### src/rtl/pm_seq.sv
module pm_seq #(
  parameter int SEC_TICKS = 32768,
  parameter int IVL_W     = 8,
  parameter int QUAL_W    = 8,
  parameter int SMP_W     = 16
) (
  input  logic              clk,
  input  logic              rst_n,
  input  logic              tick,
  input  logic              sleep_req,
  input  logic              shutdown_req,
  input  logic [IVL_W-1:0]  sleep_secs,
  input  logic [2:0]        thr_code,
  input  logic [QUAL_W-1:0] qual_ticks,
  input  logic [SMP_W-1:0]  sense,
  input  logic              sense_vld,
  input  logic              fault_in,
  input  logic              startup_ok,
  input  logic              pres_n,
  output logic [1:0]        mode,
  output logic              meas_strobe,
  output logic [1:0]        wake_cause,
  output logic              sys_present
);
  localparam int CNT_W = $clog2(SEC_TICKS + 1);
  localparam logic [1:0] M_NORM = 2'd0, M_SLEEP = 2'd1, M_SHUT = 2'd2;
  localparam logic [SMP_W:0] T1 = (SMP_W+1)'(1000);
  localparam logic [SMP_W:0] T2 = (SMP_W+1)'(2250);
  localparam logic [SMP_W:0] T3 = (SMP_W+1)'(4500);
  localparam logic [SMP_W:0] T4 = (SMP_W+1)'(9000);

  logic [CNT_W-1:0]  sec_cnt;
  logic [IVL_W-1:0]  ivl_cnt;
  logic [QUAL_W-1:0] qcnt;
  logic              over_q;
  logic [1:0]        mode_nx;
  logic [SMP_W:0]    thr;

  wire sec_hit = tick && (sec_cnt == CNT_W'(SEC_TICKS - 1));

  wire [SMP_W:0] sx  = {sense[SMP_W-1], sense};
  wire [SMP_W:0] mag = sense[SMP_W-1] ? (~sx + 1'b1) : sx;

  always_comb begin
    case (thr_code)
      3'b001:         thr = T1;
      3'b101, 3'b010: thr = T2;
      3'b110, 3'b011: thr = T3;
      default:        thr = T4;
    endcase
  end

  wire [QUAL_W:0] qual_lim = (qual_ticks == '0) ? (QUAL_W+1)'(1) : {1'b0, qual_ticks};
  wire [IVL_W:0]  ivl_lim  = (sleep_secs == '0) ? (IVL_W+1)'(1) : {1'b0, sleep_secs};

  wire in_sleep  = (mode == M_SLEEP);
  wire cur_wake  = in_sleep && over_q && tick && (({1'b0, qcnt} + 1'b1) >= qual_lim);
  wire flt_wake  = in_sleep && fault_in;
  wire sleep_due = in_sleep && sec_hit && (({1'b0, ivl_cnt} + 1'b1) >= ivl_lim);

  always_comb begin
    mode_nx = mode;
    case (mode)
      M_NORM:  if (shutdown_req) mode_nx = M_SHUT;
               else if (sleep_req) mode_nx = M_SLEEP;
      M_SLEEP: if (cur_wake || flt_wake) mode_nx = M_NORM;
      M_SHUT:  if (startup_ok) mode_nx = M_NORM;
      default: mode_nx = M_NORM;
    endcase
  end

  wire changing = (mode_nx != mode);

  always_ff @(posedge clk or negedge rst_n) begin
    if (!rst_n) begin
      mode        <= M_NORM;
      sec_cnt     <= '0;
      ivl_cnt     <= '0;
      qcnt        <= '0;
      over_q      <= 1'b0;
      meas_strobe <= 1'b0;
      wake_cause  <= 2'b00;
      sys_present <= 1'b0;
    end else begin
      mode        <= mode_nx;
      meas_strobe <= ((mode == M_NORM) && sec_hit) || sleep_due;

      if (changing || mode == M_SHUT) sec_cnt <= '0;
      else if (tick) sec_cnt <= sec_hit ? '0 : sec_cnt + 1'b1;

      if (!in_sleep || changing) ivl_cnt <= '0;
      else if (sec_hit) ivl_cnt <= sleep_due ? '0 : ivl_cnt + 1'b1;

      if (!in_sleep) over_q <= 1'b0;
      else if (sense_vld) over_q <= (mag > thr);

      if (!in_sleep) qcnt <= '0;
      else if (tick) qcnt <= over_q ? qcnt + 1'b1 : '0;

      if (mode == M_NORM && mode_nx == M_SLEEP) wake_cause <= 2'b00;
      else if (in_sleep && mode_nx == M_NORM) wake_cause <= {flt_wake, cur_wake};

      if (mode != M_SHUT && sec_hit) sys_present <= ~pres_n;
    end
  end
endmodule

### config.mk
export PLATFORM = sky130hd
export DESIGN_NAME = pm_seq
export DESIGN_NICKNAME = d
export VERILOG_FILES = /design/src/rtl/pm_seq.sv
export SDC_FILE = /design/constraint.sdc
export NUM_CORES = 1
export LEC_CHECK = 0
export ABC_AREA = 1
export BUFFER_PORTS_ARGS = -buffer_cell sky130_fd_sc_hd__buf_2
export CAP_MARGIN = 20
export CELL_PAD_IN_SITES_DETAIL_PLACEMENT = 1
export CELL_PAD_IN_SITES_GLOBAL_PLACEMENT = 2
export CORE_ASPECT_RATIO = 2
export CORE_MARGIN = 10
export CORE_UTILIZATION = 29
export CTS_CLUSTER_DIAMETER = 120
export DETAILED_ROUTE_END_ITERATION = 8
export PLACE_DENSITY_LB_ADDON = 0.1
export SKIP_CTS_REPAIR_TIMING = 1
export SLEW_MARGIN = 0
export SYNTH_ARGS = -nofsm -noshare
export SYNTH_HDL_FRONTEND = slang
export SYNTH_SLANG_ARGS = --single-unit
export TNS_END_PERCENT = 50
### constraint.sdc
create_clock -name clk -period 2.3 [get_ports clk]
set_clock_uncertainty 0.15 [all_clocks]
set_input_delay 0.115 -clock clk [delete_from_list [all_inputs] [get_ports clk]]
set_output_delay 0.115 -clock clk [all_outputs]
set_load 0.03 [all_outputs]
==> key figures, run 1 <==
Setup path
  • Type of the worst setup path: flip-flop to flip-flop
  • Reg-to-reg endpoint: sec_cnt[15]
  • Worst Path Buf+Inv: 3
  • Critical Path RT: roughly 2400 ps
  • Reg2Reg Depth: 15
  • Reg2Reg Launch Point: qcnt[0]
  • Top cell family by delay on the critical path: simple AND/OR/NAND/NOR gates
  • Crit path largest cell delay: around 400 ps
  • Crit path top cell by count: nand2_4
  • Max Fanout on Critical Path: 7
  • Critical-path top delay cell: dfrtp_2
  • WP data arrival: 2600 ps
  • Startpoint Class: flip-flop
  • CP cell instances: inv_2 > nor3_2 > inv_1 > nor2_2 > inv_2 > nor3_1 > xor2_1 > ha_1 > nand2_1 > nand2_2 > nand2_4 > nand2_4 > nand2_4 > nand3_4 > nor2_1
  • Reg-to-reg setup timing slack: -240 ps
  • Nature of the critical path endpoint: flip-flop

Pwr
  • Total power: 0.00217 W
  • Clock share of power: between 40% and 50%
  • Switching Fraction: 29.8%
  • Max VDD drop: roughly 250 uV
  • Sequential Power Share: roughly 34%
  • P_sw: approximately 0.00065 W
  • Share of total power in combinational logic: roughly 25%
  • Cell internal pwr: approximately 0.0015 W
  • Leak: 2.26 nW
  • PD cells: between 400 and 500 nW/um2

Floorplanning
  • Die height: 170 um
  • Std-Cell Rows: 54
  • Die Span X: ~95 um
  • Core area: roughly 11,000 um2
  • Top Ports: 50
  • Die area: 16,100 um2
  • Initial Utilization: about 30%

Place
  • Gpl congestion: around 0.79
  • Final HPWL DP: about 8500 um
  • Placed Cells incl. Taps: between 600 and 700
  • Port bufs: 49

Timing
  • Tcrit/Tclk final: 110%
  • Hold_ws: -40.7 ps
  • Final Setup Violations: 28
  • Slew HR: approximately two fifths
  • Setup TNS Final: -4640 ps
  • Slew Viols, Final: 0
  • Unrepaired setup endpoints after global routing: true
  • Achievable Freq: 394 MHz
  • Measured slew at the worst slew-check pin: roughly 920 ps
  • Period minus WS final: around 2500 ps
  • Final WS setup: -237 ps
  • Endpoints failing hold: 1

Finish
  • Fill count: roughly 1,400
  • Layout area overhead: 34.8%
  • Final Non-Filler Cells: roughly 700
  • Layout cell share with drive strength beyond 1: around a quarter
  • Final #Nets: approximately 640
  • Post-Route Utilization: around two fifths
  • Antenna Cells: 0

Synthesis
  • Count of cell types in the netlist: 36
  • Syn avg cell area: slightly above 7 um2
  • Prevailing post-synth register cell: dfrtp_1
  • Number of synthesized register bits: 39
  • YS warnings: 0
  • Post-synth EDFFs: 0
  • Sequential area share after synthesis: about 30%
  • Mapped cell area: about 3300 um2
  • Synthesized netlist cell count: roughly 460
  • Async SR Flop Fraction: between 90% and 100%
  • Synth Net Count: roughly 540

Worst hold path
  • Hold Crit Class: input pin to flip-flop
  • Hold Path Cell Cnt: 2
  • Min-delay src: startup_ok
  • Hold path endpoint: mode[1]

Routing
  • Drt initial violations: between 60 and 70
  • Vias: roughly 3,300
  • # DRC: 0
  • Drt wl/cell: between 10 and 15 um
  • Initial DRT Pass Iterations: 4
  • Via/cell ratio: roughly 4.8
  • ANT nets after route: 0
  • Drt total wl: between 9000 and 10,000 um

Clock network
  • CTS clk-pin slew, worst paths: around 60 ps
  • Worst-Skew Late Latency: 280 ps
  • Root buf cell: clkbuf_16
  • CTS H-tree depth: 2
  • CTS tree: built
  • Clock buffer count from CTS: 5
  • Deepest clock path buffer count: 2
  • Clock Sinks: 39

Global route
  • Grt ovf: 0
  • Vias in the first global route: between 3,000 and 4,000
  • First-pass GRT wire length: roughly 17,000 um
  • Initial antenna violation count: 0
  • All-Layer GR Usage: 12.9%
  • Largest net degree at the start of global routing: 40

Status
  • Failing checks: negative hold slack, negative setup slack
  • Outcome: complete, but fails checks

Flow run
  • Max-cap violation count: 0
layout make-up:
type	instances	area, um2	area share (%)
multi-input cells	338	2130	48.4
clock buffers	6	129	2.94
well taps	140	175	3.99
repair buffers	95	611	13.9
flip-flops and latches	39	977	22.3
inverters	83	312	7.10
clock inverters	2	60.1	1.37
kinds of logic after synthesis:
group | synth area share [%]
DFF | 30.0
adders and majority gates | 12.3
xor gates and xnor gates | 7.80
and+or+nand+nor | 29.5
buffers and inverters | 9.83
AOI/OAI and AO/OA | 10.6
worst max path at each step:
stage            start  slack (ps)     endpoint  cells after the start
2_1_floorplan  qcnt[2]          -5   sec_cnt[0]                     19
6_report       qcnt[0]        -240  sec_cnt[15]                     15
5_1_grt        qcnt[0]        -450  sec_cnt[15]                     18
4_1_cts        qcnt[1]        -270   sec_cnt[1]                     19
3_3_place_gp   qcnt[0]        -170   sec_cnt[6]                     15
3_5_place_dp   qcnt[1]        -240   sec_cnt[1]                     19
sequential cells by signal, indices dropped and copies added, names as in the netlist:
signal / flops
sec_cnt: 16
sys_present: 1
mode: 2
ivl_cnt: 8
over_q: 1
wake_cause: 2
meas_strobe: 1
qcnt: 8
placed cells by master, fill, tap and decap left out, types with 4 or more instances in the layout:
cell | Yosys | routed
buf_2 | 1 | 49
a21oi_1 | 24 | 21
nor3_1 | 15 | 13
o21ai_0 | 18 | 15
ha_1 | 32 | 30
dfrtp_1 | 39 | 38
clkbuf_16 | 0 | 5
nor2_1 | 56 | 48
xor2_1 | 27 | 24
nand2_4 | 0 | 5
nand2_1 | 94 | 88
inv_2 | 2 | 4
inv_1 | 81 | 79
nor2_2 | 2 | 9
nor4_1 | 5 | 5
nand4_1 | 5 | 5
nand2_2 | 4 | 5
nand3_1 | 31 | 30
a21oi_2 | 1 | 4
buf_4 | 0 | 42
stage by stage:
| step | worst slack [ps] | area, um2 |
|---|---|---|
| finish | -237 | 4390 |
| global route | -454 | 4390 |
| global placement | -169 | 4000 |
| CTS | -275 | 4190 |
| detailed placement | -243 | 4000 |
| floorplan | -4.68 | 3290 |
layer usage:
layer  wire, um  part of all wire [%]  global-route usage, %  vias to the layer above
li1           -                     -                      -                     1695
met1       3460                    35                   12.1                     1598
met2       5980                    60                   26.7                       36
met3        257                   2.6                   1.67                       13
met4        201                   2.0                   4.45                        0
met5          0                     0                      0                        -
power by group through the flow:
stage	sequential [W]	clock, W	combinational, W
after floorplan	0.000781	0	0.000291
after global placement	0.000752	0	0.000514
after CTS	0.000741	0.000916	0.000533
final	0.000740	0.000893	0.000540
after detailed placement	0.000754	0	0.000531
after global routing	0.000745	0.000942	0.000619
Yosys cell counts, types with 2 or more instances:
| master | instances | share of area, % |
|---|---|---|
| nand2_1 | 94 | 11 |
| inv_1 | 81 | 9.3 |
| nor2_1 | 56 | 6.5 |
| dfrtp_1 | 39 | 30 |
| ha_1 | 32 | 12 |
| nand3_1 | 31 | 4.8 |
| xor2_1 | 27 | 7.3 |
| a21oi_1 | 24 | 3.7 |
| o21ai_0 | 18 | 2.8 |
| nor3_1 | 15 | 2.3 |
| nand4_1 | 5 | 0.96 |
| nor4_1 | 5 | 0.96 |
| nand2_2 | 4 | 0.77 |
| o31ai_1 | 3 | 0.69 |
| a41o_1 | 2 | 0.61 |
| inv_2 | 2 | 0.23 |
| nor2_2 | 2 | 0.38 |
| o211ai_1 | 2 | 0.46 |
| o22ai_1 | 2 | 0.38 |
| xnor2_1 | 2 | 0.54 |
(Power assumes the default switching activity.)
==> run 2: changes to the inputs <==
--- a/config.mk
+++ b/config.mk
@@ -15,7 +15,8 @@
 export CORE_UTILIZATION = 29
 export CTS_CLUSTER_DIAMETER = 120
 export DETAILED_ROUTE_END_ITERATION = 8
-export PLACE_DENSITY_LB_ADDON = 0.1
+export GPL_TIMING_DRIVEN = 0
+export PLACE_DENSITY = 0.88
 export SKIP_CTS_REPAIR_TIMING = 1
 export SLEW_MARGIN = 0
 export SYNTH_ARGS = -nofsm -noshare
==> key figures, run 2 (same netlist as run 1, synthesis figures left out) <==
Setup path
  • Type of the worst setup path: flip-flop to flip-flop (unchanged)
  • Reg2Reg Depth: 15 (unchanged)
  • WP data arrival: 2630 ps (was 2600 ps)
  • CP cell instances: ha_2 > nand3_2 > xor2_2 > ha_1 > a21oi_2 > o21ai_2 > o21bai_4 > nand2_1 > nand2_1 > nand2_2 > nand2_4 > nand2_8 > nand2_8 > nand3_4 > nor2_2 (was inv_2 > nor3_2 > inv_1 > nor2_2 > inv_2 > nor3_1 > xor2_1 > ha_1 > nand2_1 > nand2_2 > nand2_4 > nand2_4 > nand2_4 > nand3_4 > nor2_1)
  • Stages on worst setup path: 15 (unchanged)
  • Critical-path top delay cell: dfrtp_1 (was dfrtp_2)
  • Top cell family by delay on the critical path: simple AND/OR/NAND/NOR gates (unchanged)
  • Startpoint Class: flip-flop (unchanged)
  • Max Fanout on Critical Path: 7 (unchanged)
  • Critical Path RT: 2370 ps (was 2360 ps)
  • Crit path largest cell delay: 380 ps (was 400 ps)
  • Nature of the critical path endpoint: flip-flop (unchanged)
  • Worst Path Buf+Inv: 0 (was 3)

Floorplanning
  • Top Ports: 50 (unchanged)
  • Initial Utilization: 29.8% (unchanged)
  • Die height: 170 um (unchanged)
  • Std-Cell Rows: 54 (unchanged)
  • Die Span X: 94.9 um (unchanged)
  • Core area: 10,900 um2 (unchanged)
  • Die area: 16,100 um2 (unchanged)

Global route
  • Largest net degree at the start of global routing: 40 (unchanged)
  • Initial antenna violation count: 0 (unchanged)
  • Grt ovf: 0 (unchanged)
  • Vias in the first global route: 3,649 (was 3,741)
  • First-pass GRT wire length: 16,000 um (was 16,900 um)
  • All-Layer GR Usage: 12.3% (was 12.9%)

Clock network
  • CTS H-tree depth: 2 (unchanged)
  • CTS clk-pin slew, worst paths: 60 ps (about the same)
  • CTS tree: built (unchanged)
  • Worst-Skew Late Latency: 290 ps (was 280 ps)
  • Deepest clock path buffer count: 2 (unchanged)
  • Clock buffer count from CTS: 5 (unchanged)
  • Clock Sinks: 39 (unchanged)
  • Root buf cell: clkbuf_16 (unchanged)

Finish
  • Max FFs per register: 16 (unchanged)
  • Fill count: 1,400 (was 1,404)
  • Reg with most FFs: sec_cnt (unchanged)
  • Seq. cell area: 977 um2 (unchanged)
  • Layout cell share with drive strength beyond 1: 23.2% (was 25.8%)
  • Commonest non-fill, non-tap cell in the layout: nand2_1 (unchanged)
  • Most frequent cells in the layout: 86 x nand2_1, 77 x inv_1, 50 x buf_2 (was 88 x nand2_1, 79 x inv_1, 49 x buf_2)
  • Area of the multi-input gates: 2160 um2 (was 2130 um2)
  • Largest regs: sec_cnt (16), ivl_cnt (8), qcnt (8) (unchanged)
  • Final #Nets: 610 (was 638)
  • Final Non-Filler Cells: 675 (was 703)
  • Layout area overhead: 28.8% (was 34.8%)
  • Antenna Cells: 0 (unchanged)

Pwr
  • Max VDD drop: 342 uV (was 248 uV)
  • PD cells: 520 nW/um2 (was 495 nW/um2)
  • Cell internal pwr: 0.00152 W (about the same)
  • Switching Fraction: 30.4% (was 29.8%)
  • Clock share of power: 41.3% (was 41.1%)
  • P_sw: 0.000663 W (was 0.000648 W)
  • Sequential Power Share: 33.9% (was 34.1%)
  • Share of total power in combinational logic: 24.8% (about the same)
  • Leak: 2.10 nW (was 2.26 nW)

Timing
  • Unrepaired setup endpoints after global routing: true (unchanged)
  • Endpoints failing hold: 1 (unchanged)
  • Slew Viols, Final: 0 (unchanged)
  • Final WS setup: -261 ps (was -237 ps)
  • Hold_ws: -5.62 ps (was -40.7 ps)
  • Final Setup Violations: 28 (unchanged)
  • Period minus WS final: 2560 ps (was 2540 ps)
  • Slew HR: 38.8% (was 39.0%)
  • Achievable Freq: 390 MHz (was 394 MHz)
  • Measured slew at the worst slew-check pin: 918 ps (was 915 ps)
  • Tcrit/Tclk final: 111% (was 110%)

Place
  • Gpl congestion: 0.777 (was 0.789)
  • Placed Cells incl. Taps: 651 (was 687)
  • Port bufs: 49 (unchanged)
  • Pre-CTS WS: -471 ps (was -243 ps)
  • Final HPWL DP: 8140 um (was 8510 um)

Status
  • Outcome: complete, but fails checks (unchanged)
  • Failing checks: negative hold slack, negative setup slack (unchanged)

Routing
  • # DRC: 0 (unchanged)
  • Vias: 3,302 (was 3,342)
  • Drt initial violations: 65 (was 63)
  • Drt wl/cell: 14.7 um (was 14.1 um)
  • ANT nets after route: 0 (unchanged)
  • Initial DRT Pass Iterations: 4 (unchanged)
  • Via/cell ratio: 4.89 (was 4.75)
  • Drt total wl: 9950 um (was 9900 um)

Worst hold path
  • Hold Crit Class: input pin to flip-flop (unchanged)
  • Hold Path Cell Cnt: 3 (was 2)

Flow run
  • Max-cap violation count: 0 (unchanged)
run 2: cell types whose count changed in the layout (fill, tap and decap cells not counted), moves of 3 or more:
cell     change
buf_4       -31
a21oi_1      -3
a21oi_2      +3
nand2_2      +3
run 2: stage by stage:
| step | total power (W) | utilization, % | TNS [ps] | instance area [um2] |
|---|---|---|---|---|
| after floorplan | 0.00107 | - | -14.0 | 3290 |
| final | 0.00218 | 38.3 | -5520 | 4190 |
| after global placement | 0.00124 | 33.9 | -8920 | 3710 |
| after CTS | 0.00218 | 35.7 | -11100 | 3900 |
| after global routing | 0.00230 | 38.3 | -12160 | 4190 |
| after detailed placement | 0.00126 | 33.9 | -10560 | 3710 |
run 2: path summary, 6_finish.rpt:
kind | slack (ps) | endpoint | startpoint
max in group asynchronous | 1020 | ivl_cnt[0] | rst_n
max reg2reg | -260 | sec_cnt[11] | qcnt[0]
max | -260 | sec_cnt[11] | qcnt[0]
min in group asynchronous | 340 | qcnt[1] | rst_n
min | -6 | mode[1] | shutdown_req
min reg2reg | 340 | sys_present | sys_present
run 2: layer usage:
layer | track usage (%) | wire (um)
met1 | 10.6 | 3360
met3 | 2.07 | 339
met5 | 0 | 0
met4 | 7.13 | 289
met2 | 24.6 | 5960
run 2: area by class of cell:
type / instances / area share, %
Buffer: 2 / 0.209
Clock buffer: 6 / 3.07
Clock inverter: 2 / 1.43
Inverter: 83 / 7.43
Multi-Input combinational cell: 339 / 51.6
Sequential cell: 39 / 23.3
Tap cell: 140 / 4.18
Timing Repair Buffer: 64 / 8.77
run 2: worst min-delay path, stage by stage:
cell and delay, ps:
buf_2 100, nand2_1 50, o21ai_0 110
run 2: power by group through the flow:
stage / Sequential (W) / Combinational, W / Clock (W)
after floorplan: 0.000781 / 0.000291 / 0
after global placement: 0.000750 / 0.000491 / 0
after detailed placement: 0.000752 / 0.000505 / 0
after CTS: 0.000739 / 0.000510 / 0.000926
after global routing: 0.000742 / 0.000607 / 0.000955
final: 0.000738 / 0.000541 / 0.000901
==> run 3: changes to the inputs <==
--- a/config.mk
+++ b/config.mk
@@ -6,17 +6,17 @@
 export NUM_CORES = 1
 export LEC_CHECK = 0
 export ABC_AREA = 1
-export BUFFER_PORTS_ARGS = -buffer_cell sky130_fd_sc_hd__buf_2
 export CAP_MARGIN = 20
 export CELL_PAD_IN_SITES_DETAIL_PLACEMENT = 1
 export CELL_PAD_IN_SITES_GLOBAL_PLACEMENT = 2
 export CORE_ASPECT_RATIO = 2
 export CORE_MARGIN = 10
-export CORE_UTILIZATION = 29
+export CORE_UTILIZATION = 39
 export CTS_CLUSTER_DIAMETER = 120
 export DETAILED_ROUTE_END_ITERATION = 8
+export DONT_BUFFER_PORTS = 1
 export GPL_TIMING_DRIVEN = 0
-export PLACE_DENSITY = 0.88
+export PLACE_DENSITY = 0.95
 export SKIP_CTS_REPAIR_TIMING = 1
 export SLEW_MARGIN = 0
 export SYNTH_ARGS = -nofsm -noshare
==> constraint.sdc (replaced) <==
create_clock -name clk -period 3.2 [get_ports clk]
set_clock_uncertainty 0.15 [all_clocks]
set_input_delay 0.16 -clock clk [delete_from_list [all_inputs] [get_ports clk]]
set_output_delay 0.16 -clock clk [all_outputs]
set_load 0.03 [all_outputs]
==> key figures, run 3 (same netlist as run 1, synthesis figures left out) <==
Pwr
  • Share of total power in combinational logic: 20.4% (was 24.8%)
  • Max VDD drop: 222 uV (was 342 uV)
  • Cell internal pwr: 0.00100 W (was 0.00152 W)
  • P_sw: 0.000445 W (was 0.000663 W)
  • Total power: 0.00145 W (was 0.00218 W)
  • Leak: 1.83 nW (was 2.10 nW)
  • Switching Fraction: 30.7% (was 30.4%)
  • Sequential Power Share: 38.7% (was 33.9%)
  • Clock share of power: 40.9% (was 41.3%)
  • PD cells: 396 nW/um2 (was 520 nW/um2)

Clock network
  • Worst-Skew Late Latency: 290 ps (about the same)
  • Root buf cell: clkbuf_16 (unchanged)
  • Clock buffer count from CTS: 5 (unchanged)
  • Deepest clock path buffer count: 2 (unchanged)
  • Clock Sinks: 39 (unchanged)
  • CTS H-tree depth: 2 (unchanged)
  • CTS clk-pin slew, worst paths: 60 ps (about the same)
  • CTS tree: built (unchanged)

Global route
  • Vias in the first global route: 3,502 (was 3,649)
  • First-pass GRT wire length: 16,100 um (was 16,000 um)
  • Grt ovf: 0 (unchanged)
  • Largest net degree at the start of global routing: 40 (unchanged)
  • Initial antenna violation count: 0 (unchanged)
  • All-Layer GR Usage: 15.4% (was 12.3%)

Routing
  • Routed wl met2: 5830 um (was 5960 um)
  • # DRC: 0 (unchanged)
  • Initial DRT Pass Iterations: 6 (was 4)
  • Drt initial violations: 92 (was 65)
  • Vias: 3,065 (was 3,302)
  • ANT nets after route: 0 (unchanged)
  • Met1 wire length: 3030 um (was 3360 um)
  • Top Layer Used: met4 (unchanged)
  • Met3 WL: 313 um (was 339 um)
  • Via/cell ratio: 5.33 (was 4.89)
  • Drt wl/cell: 16.5 um (was 14.7 um)
  • Drt total wl: 9480 um (was 9950 um)

Setup path
  • Worst Path Buf+Inv: 0 (unchanged)
  • Startpoint Class: flip-flop (unchanged)
  • Max Fanout on Critical Path: 9 (was 7)
  • Reg2Reg Launch Point: qcnt[0] (unchanged)
  • WP data arrival: 2850 ps (was 2630 ps)
  • Type of the worst setup path: flip-flop to flip-flop (unchanged)
  • Crit path largest cell delay: 410 ps (was 380 ps)
  • Critical Path RT: 3260 ps (was 2370 ps)
  • Top cell family by delay on the critical path: simple AND/OR/NAND/NOR gates (unchanged)
  • CP cell instances: ha_1 > nand3_1 > xor2_1 > ha_1 > a21oi_1 > o21ai_0 > o21bai_1 > nand2_1 > nand2_1 > nand2_1 > nand2_2 > nand2_4 > nand2_2 > nand2_2 > a21oi_1 (was ha_2 > nand3_2 > xor2_2 > ha_1 > a21oi_2 > o21ai_2 > o21bai_4 > nand2_1 > nand2_1 > nand2_2 > nand2_4 > nand2_8 > nand2_8 > nand3_4 > nor2_2)
  • Critical-path top delay cell: dfrtp_1 (unchanged)
  • Nature of the critical path endpoint: flip-flop (unchanged)
  • CP Launch Point: qcnt[0] (unchanged)

Status
  • Outcome: complete, but fails checks (unchanged)
  • Failing checks: negative hold slack (was negative hold slack, negative setup slack)

Floorplanning
  • Die height: 149 um (was 170 um)
  • Std-Cell Rows: 47 (was 54)
  • Die area: 12,600 um2 (was 16,100 um2)
  • Initial Utilization: 39.6% (was 29.8%)
  • Core area: 8230 um2 (was 10,900 um2)
  • Top Ports: 50 (unchanged)
  • Die Span X: 84.6 um (was 94.9 um)

Timing
  • Measured slew at the worst slew-check pin: 579 ps (was 918 ps)
  • Final Setup Violations: 0 (was 28)
  • Tcrit/Tclk final: 87.1% (was 111%)
  • Final WS setup: 412 ps (was -261 ps)
  • Hold_ws: -37.4 ps (was -5.62 ps)
  • Slew Viols, Final: 0 (unchanged)
  • Period minus WS final: 2790 ps (was 2560 ps)
  • Endpoints failing hold: 3 (was 1)
  • Slew HR: 61.0% (was 38.8%)
  • Unrepaired setup endpoints after global routing: false (was true)
  • Setup TNS Final: 0 ps (was -5520 ps)
  • Achievable Freq: 359 MHz (was 390 MHz)

Finish
  • Final #Nets: 552 (was 610)
  • Design Area, Final: 3660 um2 (was 4190 um2)
  • Reg with most FFs: sec_cnt (unchanged)
  • Layout area overhead: 12.4% (was 28.8%)
  • Commonest non-fill, non-tap cell in the layout: nand2_1 (unchanged)
  • Most frequent cells in the layout: 91 x nand2_1, 81 x inv_1, 56 x nor2_1 (was 86 x nand2_1, 77 x inv_1, 50 x buf_2)
  • Antenna Cells: 0 (unchanged)
  • Fill count: 1,068 (was 1,400)
  • Largest regs: sec_cnt (16), ivl_cnt (8), qcnt (8) (unchanged)
  • Layout cell share with drive strength beyond 1: 5.87% (was 23.2%)
  • Max FFs per register: 16 (unchanged)

Place
  • Port bufs: 0 (was 49)
  • Pre-CTS WS: 125 ps (was -471 ps)
  • Placed inst area: 3380 um2 (was 3710 um2)
  • Gpl congestion: 0.797 (was 0.777)
  • Final HPWL DP: 7860 um (was 8140 um)

Worst hold path
  • Min-delay src: fault_in (was shutdown_req)
  • Hold Crit Class: input pin to flip-flop (unchanged)

Flow run
  • Max-cap violation count: 0 (unchanged)
-- run 3: cell count changes in the layout (fill, tap and decap cells not counted), sizes merged --
cell	change
bufinv	-1
buf	-59
clkinv	+1
nand2	-1
dlygate4sd3	+2
-- run 3: final timing paths --
| path | slack, ps | endpoint | cells after the start |
|---|---|---|---|
| max in group asynchronous | 2490 | sec_cnt[6] | 2 |
| hold reg to reg | 360 | over_q | 2 |
| setup reg to reg | 410 | sec_cnt[6] | 15 |
| setup / recovery | 410 | sec_cnt[6] | 15 |
| hold / removal | -40 | ivl_cnt[3] | 3 |
| min in group asynchronous | 210 | mode[0] | 2 |
-- run 3: metrics by stage --
step                util, %  cells
floorplan                 -    462
global placement       41.0    560
detailed placement     41.0    560
CTS                    43.2    568
global route           44.5    575
finish                 44.5    575
-- run 3: area by class of cell --
| cell class | count | area, um2 | share of cell area [%] |
|---|---|---|---|
| multi-input cells | 338 | 1980 | 54.1 |
| flip-flops and latches | 39 | 976 | 26.7 |
| inverters | 83 | 312 | 8.51 |
| clock buffers | 6 | 139 | 3.79 |
| well taps | 98 | 123 | 3.35 |
| repair buffers | 7 | 87.6 | 2.39 |
| clock inverters | 2 | 35.0 | 0.957 |
| plain buffers | 2 | 8.76 | 0.239 |
-- run 3: worst min-delay path, delay by kind of cell --
family / cells / cell delay [ps]
simple gates: 2 / 160
compound gates: 1 / 40
-- run 3: per-layer routing --
metal	up-vias	global-route usage [%]
met5	-	0
met4	0	7.37
met3	15	2.46
met2	48	32.7
met1	1481	12.6
li1	1521	-
-- run 3: power groups by stage --
stage / combinational (W) / sequential, W / clock [W]
global placement: 0.000251 / 0.000569 / 0
finish: 0.000296 / 0.000560 / 0.000592
floorplan: 0.000193 / 0.000562 / 0
global route: 0.000339 / 0.000563 / 0.000623
CTS: 0.000266 / 0.000561 / 0.000608
detailed placement: 0.000263 / 0.000570 / 0
